[config.mk]
export PLATFORM = sky130hd
export DESIGN_NAME = slice_alu
export DESIGN_NICKNAME = d
export VERILOG_FILES = /design/src/rtl/slice_alu_pkg.sv /design/src/rtl/slice_alu_ctrl.sv /design/src/rtl/slice_alu_cell.sv /design/src/rtl/slice_alu.sv
export SDC_FILE = /design/constraint.sdc
export NUM_CORES = 1
export LEC_CHECK = 0
export BUFFER_PORTS_ARGS = -buffer_cell sky130_fd_sc_hd__buf_2
export CORE_AREA = 2 2 39 41
export DETAILED_ROUTE_END_ITERATION = 6
export DIE_AREA = 0 0 41 43
export GPL_TIMING_DRIVEN = 0
export PLACE_DENSITY = 0.74
export SYNTH_ARGS = -nofsm -noshare
export SYNTH_HDL_FRONTEND = slang
export SYNTH_SLANG_ARGS = --single-unit
[constraint.sdc]
create_clock -name vclk -period 6.5
set_input_delay 1.3 -clock vclk [all_inputs]
set_output_delay 1.3 -clock vclk [all_outputs]
set_load 0.02 [all_outputs]
[src/rtl/slice_alu_pkg.sv]
package slice_alu_pkg;
  typedef enum logic [1:0] {
    OP_AND = 2'b00,
    OP_ADD = 2'b01,
    OP_OR  = 2'b10,
    OP_SUB = 2'b11
  } alu_op_e;
endpackage

[src/rtl/slice_alu_ctrl.sv]
module slice_alu_ctrl #(
  parameter bit GATE_COUT = 1'b0
) (
  input  logic [1:0] op_i,
  output logic       inv_o,
  output logic       cin_o,
  output logic       keep_o
);
  generate
    if (GATE_COUT) begin : g_gated
      always_comb begin
        inv_o  = op_i[1] & op_i[0];
        cin_o  = op_i[1] & op_i[0];
        keep_o = op_i[0];
      end
    end else begin : g_plain
      always_comb begin
        inv_o  = op_i[1];
        cin_o  = op_i[1];
        keep_o = 1'b1;
      end
    end
  endgenerate
endmodule

[src/rtl/slice_alu_cell.sv]
module slice_alu_cell (
  input  logic       a_i,
  input  logic       b_i,
  input  logic       inv_i,
  input  logic       cin_i,
  input  logic [1:0] op_i,
  output logic       z_o,
  output logic       cout_o
);
  logic and_v, or_v, b_eff, sum_v, lo_mux, hi_mux;

  always_comb begin
    and_v  = a_i & b_i;
    or_v   = a_i | b_i;
    b_eff  = inv_i ? ~b_i : b_i;
    sum_v  = a_i ^ b_eff ^ cin_i;
    cout_o = (a_i & b_eff) | (cin_i & (a_i ^ b_eff));
    lo_mux = op_i[0] ? sum_v : and_v;
    hi_mux = op_i[0] ? sum_v : or_v;
    z_o    = op_i[1] ? hi_mux : lo_mux;
  end
endmodule

[src/rtl/slice_alu.sv]
module slice_alu
  import slice_alu_pkg::*;
#(
  parameter int unsigned WIDTH     = 8,
  parameter bit          GATE_COUT = 1'b0
) (
  input  logic [WIDTH-1:0] a_i,
  input  logic [WIDTH-1:0] b_i,
  input  logic [1:0]       op_i,
  output logic [WIDTH-1:0] z_o,
  output logic             cout_o
);
  localparam int unsigned EXT = WIDTH + 1;

  logic           inv, cin0, keep;
  logic [WIDTH:0] carry;

  slice_alu_ctrl #(.GATE_COUT(GATE_COUT)) ctrl_i (
    .op_i  (op_i),
    .inv_o (inv),
    .cin_o (cin0),
    .keep_o(keep)
  );

  assign carry[0] = cin0;

  for (genvar i = 0; i < WIDTH; i++) begin : g_cell
    slice_alu_cell cell_i (
      .a_i   (a_i[i]),
      .b_i   (b_i[i]),
      .inv_i (inv),
      .cin_i (carry[i]),
      .op_i  (op_i),
      .z_o   (z_o[i]),
      .cout_o(carry[i+1])
    );
  end

  assign cout_o = carry[WIDTH] & keep;

  logic [EXT-1:0] ref_add;
  logic [EXT-1:0] ref_sub;
  always_comb begin
    ref_add = EXT'(a_i) + EXT'(b_i);
    ref_sub = EXT'(a_i) + EXT'(~b_i) + EXT'(1);
    if (op_i == OP_AND)
      p_and_r1: assert (z_o == (a_i & b_i));
    if (op_i == OP_ADD)
      p_add_r2: assert ({cout_o, z_o} == ref_add);
    if (op_i == OP_OR)
      p_or_r3: assert (z_o == (a_i | b_i));
    if (op_i == OP_SUB)
      p_sub_r4: assert (z_o == ref_sub[WIDTH-1:0] && cout_o == (a_i >= b_i));
    if (!GATE_COUT && op_i == OP_OR)
      p_or_carry_r5: assert (cout_o == (a_i >= b_i));
    if (!GATE_COUT && op_i == OP_AND)
      p_and_carry_r6: assert (cout_o == ref_add[WIDTH]);
    if (GATE_COUT && !op_i[0])
      p_gated_zero_r7: assert (cout_o == 1'b0);
  end
endmodule

==> flow_metrics.py <==
metrics = {
    "status": {
        "outcome": "completed",
    },
    "pwr": {
        "power_frac_comb": 1.000,
        "power_density_nw_per_um2": 113.0,
        "power.net_switching_mw": 0.03930,
        "share_seq_of_total_power": 0,
        "internal-power_mw": 0.03749,
        "netSwitchingFraction": 0.5118,
        "ir_drop_v": 0.00004293,
        "clock_power_share": 0,
        "total_leakage_power_nw": 0.3596,
    },
    "sta": {
        "layout_min_cycle_time_ns": 6.261,
        "final.period_utilization": 0.9632,
        "setup_ws_ns": 0.2393,
        "fmax_mhz": 159.7,
        "tightestPinTransition_ns": 0.1703,
        "final.setup.tns_ns": 0,
        "timing.final.hold_violations": 0,
        "final-max-slew-violation-count": 0,
        "setup-violations-final": 0,
        "worst_slew_margin_rel": 0.8832,
        "grt_setup_unrepaired": "no",
    },
    "setup_path": {
        "crit_path_end_kind": "output port",
        "worstSetupPathType": "in2out",
        "critical_path.max_fanout": 10,
        "crit_required_ns": 5.20,
        "setup.worst_path.start_class": "primary input",
        "cp.arrival_ns": 4.96,
    },
    "logic_synthesis": {
        "mappedNetlistArea_sq_um": 524.3,
        "synth.yosys.seq_area_share": 0,
        "yosys_warnings": 0,
        "postSynthCellCount": 64,
        "avgSynthCellArea_sq_um": 8.191,
        "synth_fp_nets": 91,
        "ys_types": 18,
    },
    "floorplan": {
        "area_of_the_placeable_core_sq_um": 1384,
        "pin_count": 27,
        "dieHeight_microns": 43,
        "dieWidth_microns": 41,
        "placement_rows": 14,
        "initial_utilization": 0.3788,
        "fp.dieArea_sq_um": 1763,
    },
    "global_routing": {
        "grt_overflow": 0,
        "pin_count_of_the_biggest_net_entering_global_routing": 11,
        "track_usage": 0.1109,
        "grt_antenna_before_repair": 0,
        "first_pass_grt_wire_length_microns": 1455,
        "first_global_vias": 375,
    },
    "drt": {
        "detailedRoute.firstIterationViolations": 6,
        "detail_route.wl_per_cell_microns": 9.561,
        "route.vias.total": 492,
        "drc": 0,
        "final_antenna_net_count": 0,
        "first_pass_iters": 4,
        "route.final.wire_length_microns": 1023,
        "vias_per_cell": 4.598,
    },
    "final_layout": {
        "fin_nets": 120,
        "layout.cells.most_common_list": "sky130_fd_sc_hd__buf_2 (28), sky130_fd_sc_hd__inv_1 (10), sky130_fd_sc_hd__buf_4 (8), sky130_fd_sc_hd__a21oi_1 (7), sky130_fd_sc_hd__fa_1 (7)",
        "areaGrowthSynthToFinish_pct": 29.59,
        "seq_cells": 0,
        "layout.filler_cells": 138,
        "final_common_cell": "sky130_fd_sc_hd__buf_2",
        "multi_input_area_sq_um": 399.1,
        "drive_gt1_frac": 0.4505,
        "clockBufferCount": 0,
        "n_antenna_cell": 0,
        "sequential_area_sq_um": 0,
    },
    "placed_design": {
        "gp_routability_congestion": 0.7107,
        "hpwl_microns": 857.5,
        "io_buffer_count": 27,
        "pre_cts_ws_ns": 0.2188,
    },
    "clocking": {
        "cts.hold.buffers_added": 0,
        "ctsResizeCount": 0,
        "cts.repair_timing.setup_buffer_count": 0,
    },
    "flow_run": {
        "max_cap_viol_count": 0,
    },
    "hold_path": {
        "hold_path.class": "in2out",
    },
}
## worst paths after layout
path,start,endpoint,slack [ns],cells after the start
worst max-delay path,op_i[1],z_o[7],0.24,15
worst min-delay path,a_i[7],cout_o,3.01,3
## power by group through the flow
| stage | clock, mW | combinational [mW] | sequential (mW) |
|---|---|---|---|
| floorplan | 0 | 0.0569 | 0 |
| global placement | 0 | 0.0760 | 0 |
| detailed placement | 0 | 0.0776 | 0 |
| CTS | 0 | 0.0777 | 0 |
| global route | 0 | 0.0849 | 0 |
| finish | 0 | 0.0768 | 0 |
## metal layers
layer  GRT usage  share of wire  up-vias
li1            -              -      258
met1      0.1498           0.43      225
met2      0.2000           0.53        9
met3           0          0.041        0
met4           0              0        0
met5           0              0        -
## logic make-up after synthesis
group	Yosys count	share of synthesized area
AOI/OAI and AO/OA	21	0.2625
buffers and inverters	21	0.2387
adders and majority gates	9	0.3150
xor gates and xnor gates	7	0.1169
and+or+nand+nor	5	0.04774
muxes	1	0.01909
## cell usage after synthesis
master                      n  area (sq um)
sky130_fd_sc_hd__and2_2     1         7.510
sky130_fd_sc_hd__nor2_1     1         3.750
sky130_fd_sc_hd__mux2i_1    1         10.01
sky130_fd_sc_hd__o31ai_2    1         12.51
sky130_fd_sc_hd__o22ai_1    6         37.54
sky130_fd_sc_hd__buf_2      1         5.000
sky130_fd_sc_hd__ha_1       2         25.02
sky130_fd_sc_hd__xnor2_1    6         52.55
sky130_fd_sc_hd__o31ai_1    1         7.510
sky130_fd_sc_hd__a21oi_1    7         35.03
sky130_fd_sc_hd__buf_6      2         22.52
sky130_fd_sc_hd__inv_1     10         37.54
sky130_fd_sc_hd__buf_4      8         60.06
sky130_fd_sc_hd__nor2_2     1         6.260
sky130_fd_sc_hd__nand2_1    2         7.510
sky130_fd_sc_hd__xor2_1     1         8.760
sky130_fd_sc_hd__fa_1       7         140.1
sky130_fd_sc_hd__o21bai_1   6         45.04
## area by class of cell
cell class / count / share of cell area
plain buffers: 11 / 0.1289
inverters: 10 / 0.05525
multi-input cells: 43 / 0.5875
well taps: 16 / 0.02947
repair buffers: 27 / 0.1989
## per-stage QoR
step / hold WS [ns] / utilization / instances / cell area [sq um] / power (mW)
3_3_place_gp: 3.013 / 0.4910 / 107 / 679.4 / 0.07599
6_report: 3.014 / 0.4910 / 107 / 679.4 / 0.07679
3_5_place_dp: 3.026 / 0.4910 / 107 / 679.4 / 0.07762
2_1_floorplan: 2.863 / - / 64 / 524.3 / 0.05685
4_1_cts: 3.026 / 0.4910 / 107 / 679.4 / 0.07774
5_1_grt: 3.049 / 0.4910 / 107 / 679.4 / 0.08492
## worst max-delay path, cell delays in order
cell	delay, ns
sky130_fd_sc_hd__buf_2	0.13
sky130_fd_sc_hd__buf_6	0.15
sky130_fd_sc_hd__xnor2_1	0.14
sky130_fd_sc_hd__fa_1	0.41
sky130_fd_sc_hd__fa_1	0.39
sky130_fd_sc_hd__fa_1	0.38
sky130_fd_sc_hd__fa_1	0.39
sky130_fd_sc_hd__fa_1	0.39
sky130_fd_sc_hd__fa_1	0.37
sky130_fd_sc_hd__inv_1	0.07
sky130_fd_sc_hd__fa_1	0.40
sky130_fd_sc_hd__nand2_1	0.09
sky130_fd_sc_hd__o31ai_2	0.07
sky130_fd_sc_hd__buf_4	0.13
sky130_fd_sc_hd__buf_2	0.15
No activity file was read; power rests on OpenSTA's default activity.
